### src/rtl/smbus_host.sv
module smbus_host #(
  parameter int DIV = 4
) (
  input  logic       clk,
  input  logic       rst_n,
  input  logic [2:0] reg_addr,
  input  logic [7:0] reg_wdata,
  input  logic       reg_wr,
  input  logic       reg_rd,
  output logic [7:0] reg_rdata,
  input  logic       sda_i,
  output logic       scl_oe,
  output logic       sda_oe
);
  localparam int CW = (DIV > 1) ? $clog2(DIV) : 1;

  typedef enum logic [3:0] {IDLE, START, ADDR, CMD, RSTART, ADDRR, WDATA, RDATA, WAIT, STOP} st_t;
  st_t st;

  logic [CW-1:0] cnt;
  logic [1:0] q;
  logic [3:0] bitn;
  logic [7:0] sh, rem, cmd, sadr, d0, d1, blk;
  logic [2:0] proto;
  logic nak, okf, cntph, done_f, err_f, inuse, bdone;

  logic busy, in_byte, rd_byte, blkp, rdir, tick, wr_ctl, kill, go, last_rd;
  assign busy    = (st != IDLE);
  assign in_byte = st inside {ADDR, CMD, ADDRR, WDATA, RDATA};
  assign rd_byte = (st == RDATA);
  assign blkp    = (proto == 3'b101);
  assign rdir    = sadr[0];
  assign tick    = (cnt == CW'(DIV - 1));
  assign wr_ctl  = reg_wr && (reg_addr == 3'd2);
  assign kill    = wr_ctl && reg_wdata[1];
  assign go      = wr_ctl && reg_wdata[6] && !busy &&
                   (reg_wdata[4:2] inside {3'b001, 3'b010, 3'b101});
  assign last_rd = !blkp || (cntph ? (sh == 8'd0) : (rem == 8'd1));

  always_comb begin
    scl_oe = 1'b0;
    sda_oe = 1'b0;
    case (st)
      IDLE: ;
      START, RSTART: begin
        scl_oe = (q == 2'd0) || (q == 2'd3);
        sda_oe = q[1];
      end
      STOP: begin
        scl_oe = (q == 2'd0);
        sda_oe = !q[1];
      end
      WAIT: scl_oe = 1'b1;
      default: begin
        scl_oe = (q == 2'd0) || (q == 2'd3);
        sda_oe = (bitn == 4'd8) ? (rd_byte && !last_rd) : (!rd_byte && !sh[7]);
      end
    endcase
  end

  always_comb begin
    case (reg_addr)
      3'd0:    reg_rdata = {bdone, inuse, 3'b000, err_f, done_f, busy};
      3'd2:    reg_rdata = {3'b000, proto, 2'b00};
      3'd3:    reg_rdata = cmd;
      3'd4:    reg_rdata = sadr;
      3'd5:    reg_rdata = d0;
      3'd6:    reg_rdata = d1;
      3'd7:    reg_rdata = blk;
      default: reg_rdata = 8'h00;
    endcase
  end

  always_ff @(posedge clk) begin
    if (!rst_n) begin
      st <= IDLE; cnt <= '0; q <= '0; bitn <= '0; sh <= '0; rem <= '0;
      cmd <= '0; sadr <= '0; d0 <= '0; d1 <= '0; blk <= '0; proto <= '0;
      nak <= 1'b0; okf <= 1'b0; cntph <= 1'b0;
      done_f <= 1'b0; err_f <= 1'b0; inuse <= 1'b0; bdone <= 1'b0;
    end else begin
      if (reg_rd && reg_addr == 3'd0 && !inuse) inuse <= 1'b1;
      if (reg_wr) begin
        case (reg_addr)
          3'd0: begin
            if (reg_wdata[1]) done_f <= 1'b0;
            if (reg_wdata[2]) err_f  <= 1'b0;
            if (reg_wdata[6]) inuse  <= 1'b0;
            if (reg_wdata[7]) bdone  <= 1'b0;
          end
          3'd2: if (!busy) proto <= reg_wdata[4:2];
          3'd3: cmd  <= reg_wdata;
          3'd4: sadr <= reg_wdata;
          3'd5: d0   <= reg_wdata;
          3'd6: d1   <= reg_wdata;
          3'd7: blk  <= reg_wdata;
          default: ;
        endcase
      end

      if (kill) begin
        st <= IDLE;
      end else if (go) begin
        st <= START; cnt <= '0; q <= '0; bitn <= '0; okf <= 1'b1; cntph <= 1'b0;
      end else if (st == WAIT) begin
        if (!bdone) begin
          if (rem == 8'd0) st <= STOP;
          else if (rdir) st <= RDATA;
          else begin st <= WDATA; sh <= blk; end
        end
      end else if (busy) begin
        cnt <= tick ? '0 : cnt + 1'b1;
        if (tick) begin
          q <= q + 2'd1;
          if (q == 2'd2 && in_byte && bitn != 4'd8 && rd_byte) sh <= {sh[6:0], sda_i};
          if (q == 2'd2 && in_byte && bitn == 4'd8) nak <= sda_i;
          if (q == 2'd3) begin
            if (in_byte && bitn != 4'd8) begin
              bitn <= bitn + 4'd1;
              if (!rd_byte) sh <= {sh[6:0], 1'b0};
            end else begin
              bitn <= '0;
              case (st)
                START: begin
                  st <= ADDR;
                  sh <= (proto == 3'b001) ? sadr : {sadr[7:1], 1'b0};
                end
                RSTART: begin st <= ADDRR; sh <= {sadr[7:1], 1'b1}; end
                ADDR:
                  if (nak) begin err_f <= 1'b1; okf <= 1'b0; st <= STOP; end
                  else if (proto == 3'b001) begin
                    if (rdir) st <= RDATA;
                    else begin st <= WDATA; sh <= cmd; end
                  end else begin st <= CMD; sh <= cmd; end
                CMD:
                  if (nak) begin err_f <= 1'b1; okf <= 1'b0; st <= STOP; end
                  else if (rdir) st <= RSTART;
                  else begin st <= WDATA; sh <= d0; cntph <= blkp; end
                ADDRR:
                  if (nak) begin err_f <= 1'b1; okf <= 1'b0; st <= STOP; end
                  else begin st <= RDATA; cntph <= blkp; end
                WDATA:
                  if (nak) begin err_f <= 1'b1; okf <= 1'b0; st <= STOP; end
                  else if (!blkp) st <= STOP;
                  else if (cntph) begin
                    cntph <= 1'b0;
                    rem <= d0;
                    if (d0 == 8'd0) st <= STOP;
                    else sh <= blk;
                  end else begin
                    rem <= rem - 8'd1; bdone <= 1'b1; st <= WAIT;
                  end
                RDATA:
                  if (!blkp) begin d0 <= sh; st <= STOP; end
                  else if (cntph) begin
                    cntph <= 1'b0; d0 <= sh; rem <= sh;
                    if (sh == 8'd0) st <= STOP;
                    else begin bdone <= 1'b1; st <= WAIT; end
                  end else begin
                    blk <= sh; rem <= rem - 8'd1; bdone <= 1'b1; st <= WAIT;
                  end
                STOP: begin st <= IDLE; if (okf) done_f <= 1'b1; end
                default: st <= IDLE;
              endcase
            end
          end
        end
      end
    end
  end
endmodule

### config.mk
export PLATFORM = sky130hd
export DESIGN_NAME = smbus_host
export DESIGN_NICKNAME = d
export VERILOG_FILES = /design/src/rtl/smbus_host.sv
export SDC_FILE = /design/constraint.sdc
export NUM_CORES = 1
export LEC_CHECK = 0
export BUFFER_PORTS_ARGS = -buffer_cell sky130_fd_sc_hd__clkbuf_2
export CORE_ASPECT_RATIO = 1.4
export CORE_MARGIN = 2
export CORE_UTILIZATION = 60
export CTS_CLUSTER_DIAMETER = 60
export DETAILED_ROUTE_END_ITERATION = 8
export GPL_TIMING_DRIVEN = 0
export MAX_ROUTING_LAYER = met4
export PLACE_DENSITY = 0.78
export REMOVE_ABC_BUFFERS = 1
export SETUP_SLACK_MARGIN = 0.5
export SLEW_MARGIN = 0
export SYNTH_ARGS = -nofsm -noshare
export SYNTH_HDL_FRONTEND = slang
export SYNTH_SLANG_ARGS = --single-unit
### constraint.sdc
create_clock -name clk -period 2.7 [get_ports clk]
set_input_delay 0 -clock clk [delete_from_list [all_inputs] [get_ports clk]]
set_output_delay 0 -clock clk [all_outputs]
set_load 0.02 [all_outputs]
==> flow_summary.toml, run 1 <==
[synthesis]
yosys.area.top_type_share = 0.283
avgSynthCellArea_um2 = 7.71
synth_top_area_cell = "dfxtp_1"
yosysWarnings = 0
synth_flop_cell = "dfxtp_1"
synthTopCellsByArea = "dfxtp_1, nand2_1, a21oi_1"
synthCells = 715
ys_seq_elements = 78
seq_area_frac_synth = 0.283
synthArstFlopShare = 0
ys_types = 87
netlist_area_um2 = 5510
synth_edf_count = 0

[sta]
final_hold_viol_count = 0
drv_slew = 0
slew_headroom = 0.288
final.setup.tns_ns = 0
rsz0062_at_grt = "yes"
fmax_mhz = 446
worst_pin_slew_ns = 1.06
worst_slack_ns = 0.458
post-route-min-period_ns = 2.24
setup_viol = 0
fin_skew_ns = 0.00632
min_period_over_period = 0.830

[layout]
layout-drive-gt1-share = 0.199
n_antenna_cell = 0
nNetsFinal = 753
area_delta_synth_final_pct = 14.6
fillers = 748
final-seq-area_um2 = 1580
final_cells = 841
fin_area_um2 = 6320
multiInputGateArea_um2 = 3810

[critical_path]
endpoint_kind = "flop"
r2r_slack_ns = 0.46
ff2ff_path_depth = 6
required_ns = 2.93
critPathArrivalTime_ns = 2.47
cp_max_fo = 15
worstReg2RegEnd = "sh[6]"
crit-reg2reg-launch = "nak"
startpoint_type = "flop"
worstSetupPathType = "flop to flop"

[cts]
clock_path_buffers = 2
clkSinkCount = 78
clk_pin_slew_ns = 0.07
insertion_delay_ns = 0.35
cts_tree = "yes"
cts.htree.levels = 3
cts-buffers-inserted = 9
root_buffer = "clkbuf_16"

[floorplanning]
dieArea_um2 = 9980
die_y_um = 117
core_um2 = 8980
num_rows = 41
start_util = 0.614
die_w_um = 85.0
io_pins = 26

[global_routing]
grt_start_max_net_pins = 35
grt_usage = 0.386
grt_pass1_vias = 5565
antenna_found_initial = 0
grt-ovfl-total = 0
grt_pass1_wl_mm = 29.9

[pwr]
clkPwrFrac = 0.488
leakage_uw = 0.00225
p_sw_uw = 706
swShare = 0.265
pwr-share-comb = 0.069
powerDensity_nw_per_um2 = 422
p_int_uw = 1960
vdd_drop_max_mv = 0.374
power_frac_seq = 0.443

[flow_run]
maxCapViolCount = 0

[placement]
place_ws_ns = -0.593
place.gp.congestion = 0.969
dp_hpwl_mm = 12.6
portBuffers = 25
place_area_um2 = 5500
dp_cells = 791

[detailed_routing]
vias = 5870
post_drt_via_cell_ratio = 6.98
ant_nets = 0
first_pass_iters = 6
wl_per_cell_um = 22.3
wl_mm = 18.8
drt_iter0_markers = 773
drc = 0

[worst_hold_path]
holdPathEnd = "sadr[4]"
hold_start = "reg_wdata[4]"
hold_depth = 3
hp-class = "input port to flop"

[status]
status = "finished, final reports clean"
[cells in the mapped netlist, types with 3 or more instances]
cell       number
buf_6           8
mux2_2          5
clkbuf_1       27
o2111ai_2       3
a21boi_0        5
inv_1          16
nand3b_1        4
dfxtp_1        78
nor2_1         63
a211oi_1        6
nand3_1        22
o211ai_1        8
a311oi_2        3
o21ai_0        37
buf_2          13
nand2_1       115
a21oi_1        78
ha_1            8
nor4_1          5
and2_1          5
nor2b_1         5
a31oi_1         8
a311oi_1        5
nand4_1         4
a221oi_1        4
buf_1           8
nor3b_1         4
or2_2           3
nand4b_1        3
a22oi_1         9
a222oi_1        7
mux2i_1        31
and3_1          7
o31ai_1         7
o21a_1          5
nor3_1         16
o22ai_1         7
a2bb2oi_1       3
nand2b_1        7
[state kept, by name (all words and copies together), names as in the netlist]
register,cells
bdone,1
nak,1
cmd,8
rem,8
cnt,2
proto,3
sh,8
okf,1
d0,8
err_f,1
cntph,1
done_f,1
bitn,4
q,2
blk,8
d1,8
inuse,1
sadr,8
st,4
[worst max path at each step]
| stage | startpoint | end | cells after the start |
|---|---|---|---|
| 6_report | nak | sh[6] | 6 |
| 5_1_grt | st[0] | rem[5] | 6 |
| 4_1_cts | sadr[0] | sh[6] | 6 |
| 3_5_place_dp | st[1] | sh[6] | 6 |
| 3_3_place_gp | st[1] | sh[6] | 6 |
| 2_1_floorplan | st[1] | sh[7] | 6 |
[worst max-delay path, stage by stage, from the launching register on]
cell and delay (ns):
dfxtp_2 0.54, inv_1 0.20, and3_2 0.31, a222oi_1 0.47, o211ai_1 0.20, a221oi_2 0.33, a2111oi_2 0.08
[layer usage]
| metal | vias to the layer above | GRT usage | wire length (µm) |
|---|---|---|---|
| li1 | 2668 | - | - |
| met1 | 2730 | 0.467 | 7000 |
| met2 | 378 | 0.603 | 9090 |
| met3 | 94 | 0.0570 | 1540 |
| met4 | 0 | 0.225 | 1160 |
| met5 | - | - | 0 |
[through the flow]
step,total power [µW],hold WS (ns),utilization
detailed placement,1380,0.293,0.612
global placement,1370,0.261,0.609
finish,2670,0.0402,0.704
floorplan,1290,0.0970,-
CTS,2660,0.0247,0.680
global route,2730,0.0259,0.704
[power by group through the flow]
stage	clock, µW	sequential [µW]	combinational, µW
after floorplan	0	1200	89.6
after global placement	0	1210	162
after detailed placement	0	1210	170
after CTS	1300	1180	178
after global routing	1350	1180	197
final	1300	1180	185
[cell usage in the layout (no fill, tap or decap), types with 4 or more instances in the layout]
master,synthesis,routed
nand2_1,115,115
a21oi_1,78,75
dfxtp_1,78,70
nor2_1,63,63
o21ai_0,37,36
mux2i_1,31,31
buf_4,2,26
clkbuf_2,0,25
nand3_1,22,21
inv_1,16,14
nor3_1,16,14
a22oi_1,9,9
clkbuf_16,0,9
o211ai_1,8,8
o22ai_1,7,7
nand2b_1,7,7
a31oi_1,8,7
a222oi_1,7,7
ha_1,8,7
a211oi_1,6,6
nor2b_1,5,5
mux2_2,5,5
a311oi_1,5,5
and2_1,5,5
o31ai_2,2,5
and3_1,7,5
o21a_1,5,5
a21boi_0,5,5
dfxtp_4,0,5
dlygate4sd3_1,0,5
nor4_4,1,4
nand3b_1,4,4
nand4_1,4,4
nor3b_1,4,4
o31ai_1,7,4
nor4_1,5,4
[cell families after synthesis]
logic type / count (synthesis) / share of synthesized area
compound gates: 225 / 0.286
xor+xnor: 1 / 0.00159
fa+ha+maj: 8 / 0.0182
buf+inv: 74 / 0.0656
flops: 78 / 0.283
mux: 39 / 0.0767
simple gates: 290 / 0.268
[area by class of cell]
| cell class | count | area share |
|---|---|---|
| Tap cell | 107 | 0.0212 |
| Inverter | 16 | 0.0101 |
| Clock inverter | 7 | 0.0137 |
| Clock buffer | 9 | 0.0357 |
| Timing Repair Buffer | 60 | 0.0662 |
| Multi-Input combinational cell | 564 | 0.602 |
| Sequential cell | 78 | 0.251 |
[timing repair]
action,CTS,global route
buffers inserted,15,13
hold buffers,5,0
endpoints found under the hold margin,11,0
gates resized for setup,30,19
pin swaps,3,6
cloned,1,0
endpoints found under the setup margin,53,34
(Power assumes the default switching activity.)
==> inputs of run 2 (changes only) <==
--- a/config.mk
+++ b/config.mk
@@ -5,6 +5,7 @@
 export SDC_FILE = /design/constraint.sdc
 export NUM_CORES = 1
 export LEC_CHECK = 0
+export ABC_AREA = 1
 export BUFFER_PORTS_ARGS = -buffer_cell sky130_fd_sc_hd__clkbuf_2
 export CORE_ASPECT_RATIO = 1.4
 export CORE_MARGIN = 2
==> constraint.sdc (replaced) <==
create_clock -name clk -period 2.1 [get_ports clk]
set_input_delay 0 -clock clk [delete_from_list [all_inputs] [get_ports clk]]
set_output_delay 0 -clock clk [all_outputs]
set_load 0.02 [all_outputs]
==> flow_summary.toml, run 2 <==
[status]
status = "finished with violations"
violations = "setup timing"

[detailed_routing]
post_drt_via_cell_ratio = 6.63
wl_per_cell_um = 21.7
drc = 0
wl_mm = 22.4
drt_iter0_markers = 955
ant_nets = 0
vias = 6840
first_pass_iters = 7

[global_routing]
antenna_found_initial = 0
grt_pass1_vias = 5938
grt_start_max_net_pins = 40
grt_pass1_wl_mm = 30.3
grt-ovfl-total = 0
grt_usage = 0.418

[layout]
n_antenna_cell = 0
multiInputGateArea_um2 = 3790
nNetsFinal = 945
final-seq-area_um2 = 1590
final_cell_mix = "nand2_1, a21oi_1, inv_1"
fillers = 556
area_delta_synth_final_pct = 35.1
layout-drive-gt1-share = 0.313
final_common_cell = "nand2_1"

[synthesis]
synthCells = 829
post-synth-top-count-cell = "nand2_1"
synth_flop_cell = "dfxtp_1"
ys_seq_elements = 78
synth_edf_count = 0
seq_area_frac_synth = 0.297
avgSynthCellArea_um2 = 6.35
synthTopCellsByCount = "nand2_1, inv_1, a21oi_1"
yosysWarnings = 0
synthArstFlopShare = 0
synth_top_area_cell = "dfxtp_1"
ys_types = 47
netlist_area_um2 = 5270
synthTopCellsByArea = "dfxtp_1, nand2_1, a21oi_1"
yosys.area.top_type_share = 0.297

[floorplanning]
core_um2 = 8560
die_w_um = 83.2
dieArea_um2 = 9550
start_util = 0.615
die_y_um = 115
io_pins = 26
num_rows = 40

[worst_hold_path]
hp-class = "input port to flop"

[cts]
clock_path_buffers = 2
clk_pin_slew_ns = 0.07
cts_tree = "yes"
cts.htree.levels = 3
root_buffer = "clkbuf_16"
insertion_delay_ns = 0.35
clkSinkCount = 78
cts-buffers-inserted = 9

[sta]
final_hold_viol_count = 0
worst_pin_slew_ns = 0.783
final.setup.tns_ns = -0.0979
fmax_mhz = 455
fin_skew_ns = 0.0128
slew_headroom = 0.478
setup_viol = 1
post-route-min-period_ns = 2.20
min_period_over_period = 1.05
worst_slack_ns = -0.0979
rsz0062_at_grt = "yes"
drv_slew = 0

[critical_path]
max_stage_delay_ns = 0.33
required_ns = 2.32
cp_max_fo = 5
slowest_stage = "dfxtp_2"
crit_path_frequent_cell = "nand2_4"
critPathArrivalTime_ns = 2.42
endpoint_kind = "flop"
path_buf_inv = 4
worstSetupPathType = "flop to flop"
path_cells = "inv_2 > ha_4 > nand2_4 > nor2_4 > inv_4 > a21oi_4 > nand2_4 > buf_6 > nand2_4 > nand3_4 > inv_6 > nor3_1 > nor3_1"
crit_family = "simple AND/OR/NAND/NOR gates"
startpoint_type = "flop"

[placement]
place.gp.congestion = 1.01
portBuffers = 25
dp_hpwl_mm = 13.3
place_ws_ns = -0.578

[pwr]
vdd_drop_max_mv = 0.603
powerDensity_nw_per_um2 = 478
leakage_uw = 0.00289
power.total_uw = 3400

[flow_run]
maxCapViolCount = 0
[run 2: changes by cell type in the layout (fill, tap and decap cells not counted), moves of 19 or more]
cell / before / now
buf_4: 26 / 55
mux2i_1: 31 / 0
nand2_1: 115 / 154
o21ai_0: 36 / 69
nand2_4: 0 / 19
nand3_1: 21 / 52
inv_1: 14 / 77
[run 2: path summary, 6_finish.rpt]
path	slack, ns	to	cells past startpoint	start
worst min register to register	0.46	d1[5]	2	d1[5]
worst max register to register	-0.1	st[0]	13	bitn[0]
worst max-delay path	-0.1	st[0]	13	bitn[0]
worst min-delay path	0.02	d1[3]	3	reg_wdata[3]
[run 2: layer usage]
layer / part of all wire / wire length, µm / vias up / track usage
met3: 0.11 / 2460 / 221 / 0.0546
met5: 0 / 0 / - / -
li1: - / - / 2996 / -
met1: 0.33 / 7410 / 3044 / 0.463
met2: 0.45 / 10200 / 579 / 0.705
met4: 0.11 / 2360 / 0 / 0.275
[run 2: layout make-up]
cell class	instances	area share
clock inverter	7	0.00985
clock buffer	9	0.0317
sequential	78	0.223
tap	105	0.0185
timing repair buffer	105	0.121
multi-input combinational	620	0.533
inverter	107	0.0628
[run 2: power breakdown]
part,switching (µW),internal [µW],leakage (µW),total [µW]
clock network,703,924,0.000146,1630
logic,177,72.1,0.00210,249
registers,26.7,1500,0.000638,1520
total,907,2490,0.00289,3400
[run 2: cells by family (layout without fill, tap and decap cells)]
| kind of cell | count (synthesis) | count (layout) | synth area share |
|---|---|---|---|
| adders and majority gates | 8 | 8 | 0.0190 |
| DFF | 78 | 78 | 0.297 |
| and+or+nand+nor | 373 | 376 | 0.331 |
| xor gates and xnor gates | 1 | 1 | 0.00166 |
| AOI/OAI and AO/OA | 235 | 235 | 0.251 |
| buffers and inverters | 134 | 228 | 0.101 |
[run 2: per-stage QoR]
step                hold WS [ns]  instances  area (µm²)   util
detailed placement         0.249        932        5400  0.631
floorplan                  0.123        802        5130      -
finish                    0.0217       1031        7110  0.831
CTS                     0.000772       1007        6610  0.772
global route              0.0265       1031        7110  0.831
global placement           0.243        932        5390  0.630
[run 2: repair_timing]
action,in CTS,in global routing
buffers inserted,49,24
hold endpoints to repair,8,0
resized for setup,120,94
pin swaps,34,29
hold buffers,7,0
cloned,3,0
endpoints found under the setup margin,76,53
[run 2: tightest hold or removal path, stage by stage]
cell and delay [ns]:
clkbuf_2 0.15, nand3_1 0.11, a21oi_1 0.06
==> inputs of run 3 (changes only) <==
--- a/config.mk
+++ b/config.mk
@@ -8,7 +8,6 @@
 export ABC_AREA = 1
 export BUFFER_PORTS_ARGS = -buffer_cell sky130_fd_sc_hd__clkbuf_2
 export CORE_ASPECT_RATIO = 1.4
-export CORE_MARGIN = 2
 export CORE_UTILIZATION = 60
 export CTS_CLUSTER_DIAMETER = 60
 export DETAILED_ROUTE_END_ITERATION = 8
==> constraint.sdc (replaced) <==
create_clock -name clk -period 2.1 [get_ports clk]
set_input_delay 0.42 -clock clk [delete_from_list [all_inputs] [get_ports clk]]
set_output_delay 0.42 -clock clk [all_outputs]
set_load 0.02 [all_outputs]
==> flow_summary.toml, run 3 (synthesis gave the netlist of run 2 again) <==
[sta]
setup_viol = 8
fmax_mhz = 452
rsz0062_at_grt = "yes"
drv_slew = 0
slew_headroom = 0.607
min_period_over_period = 1.05
fin_hold_ws_ns = 0.320
final_hold_viol_count = 0
post-route-min-period_ns = 2.21
fin_skew_ns = 0.0102
worst_pin_slew_ns = 0.590
worst_slack_ns = -0.113

[layout]
nNetsFinal = 937
layout-drive-gt1-share = 0.362
final_common_cell = "nand2_1"
final_cell_mix = "nand2_1, a21oi_1, inv_1"
final_util = 0.870
final_cells = 1024
area_delta_synth_final_pct = 41.4
fillers = 454

[pwr]
p_sw_uw = 966
p_int_uw = 2660
leakage_uw = 0.00294
powerDensity_nw_per_um2 = 487
vdd_drop_max_mv = 0.436
clkPwrFrac = 0.480
swShare = 0.266
power_frac_seq = 0.421
pwr-share-comb = 0.099

[global_routing]
grt_usage = 0.513
antenna_found_initial = 1
grt-ovfl-total = 0
grt_pass1_wl_mm = 33.9
grt_start_max_net_pins = 40
grt_pass1_vias = 6536

[worst_hold_path]
hp-class = "input port to flop"
hold_start = "reg_rd"

[floorplanning]
die_y_um = 113
num_rows = 40
start_util = 0.615
io_pins = 26
dieArea_um2 = 9160
core_um2 = 8560
die_w_um = 81.2

[critical_path]
endpoint_kind = "output pin"
startpoint = "sh[7]"
startpoint_type = "flop"
crit-reg2reg-launch = "bitn[1]"
critPathArrivalTime_ns = 1.79
cp_max_fo = 5
required_ns = 1.68
worstSetupPathType = "flop to output pin"

[cts]
cts-buffers-inserted = 9
cts_hold_buf = 0
clk_pin_slew_ns = 0.07
insertion_delay_ns = 0.36
clock_path_buffers = 2
root_buffer = "clkbuf_16"
clkSinkCount = 78
cts.htree.levels = 3
cts_tree = "yes"

[placement]
place.gp.congestion = 1.00
dp_hpwl_mm = 13.1
dp_cells = 933
portBuffers = 25

[flow_run]
maxCapViolCount = 0

[detailed_routing]
first_pass_iters = 9
wl_mm = 24.6
vias = 7204
drt_iter0_markers = 1279
wl_per_cell_um = 24.0
drc = 51
post_drt_via_cell_ratio = 7.04
ant_nets = 0

[status]
status = "finished with violations"
violations = "DRC, setup timing"
-- run 3: repair_timing --
| action | in CTS | in global routing |
|---|---|---|
| gates cloned | 5 | 0 |
| setup endpoints to repair | 79 | 68 |
| pin swaps | 46 | 44 |
| resized for setup | 232 | 89 |
| buffers inserted | 47 | 22 |
-- run 3: area by class of cell --
type	count	area (µm²)	area share
multi-input combinational	621	3990	0.536
clock buffer	11	233	0.0313
antenna	1	2.50	0.000336
tap	105	131	0.0176
inverter	107	475	0.0639
sequential	78	1600	0.214
clock inverter	5	82.6	0.0111
timing repair buffer	96	935	0.126
-- run 3: critical path, stage by stage (launching register included) --
cell and delay [ns]:
dfxtp_4 0.38, inv_2 0.10, nand4_1 0.11, nor2_2 0.13, nand2_1 0.11, nand3_2 0.12
o32ai_4 0.11, a31o_2 0.22, clkbuf_8 0.15
-- run 3: final timing paths --
| path | endpoint | cells after the start | slack [ns] |
|---|---|---|---|
| max reg2reg | rem[4] | 14 | -0.08 |
| min | inuse | 3 | 0.32 |
| min reg2reg | rem[1] | 2 | 0.48 |
| max | sda_oe | 8 | -0.11 |
-- run 3: per-layer routing --
metal,part of all wire,GRT usage,up-vias
met2,0.44,0.787,729
li1,-,-,2993
met4,0.12,0.424,0
met5,0,-,-
met1,0.31,0.539,3169
met3,0.13,0.136,313
-- run 3: per-stage QoR --
stage	TNS (ns)	area, µm²	power [µW]	setup slack, ns
CTS	-0.0866	6970	3500	-0.0678
global route	-1.84	7450	3670	-0.170
detailed placement	-35.92	5400	1760	-1.02
finish	-0.344	7450	3620	-0.113
floorplan	-1.41	5130	1670	-0.203
global placement	-40.74	5390	1760	-0.963
-- run 3: power by group through the flow --
stage | clock network [µW] | registers [µW] | logic, µW
finish | 1740 | 1530 | 359
global route | 1770 | 1530 | 369
CTS | 1690 | 1520 | 289
detailed placement | 0 | 1560 | 207
global placement | 0 | 1560 | 200
floorplan | 0 | 1550 | 118
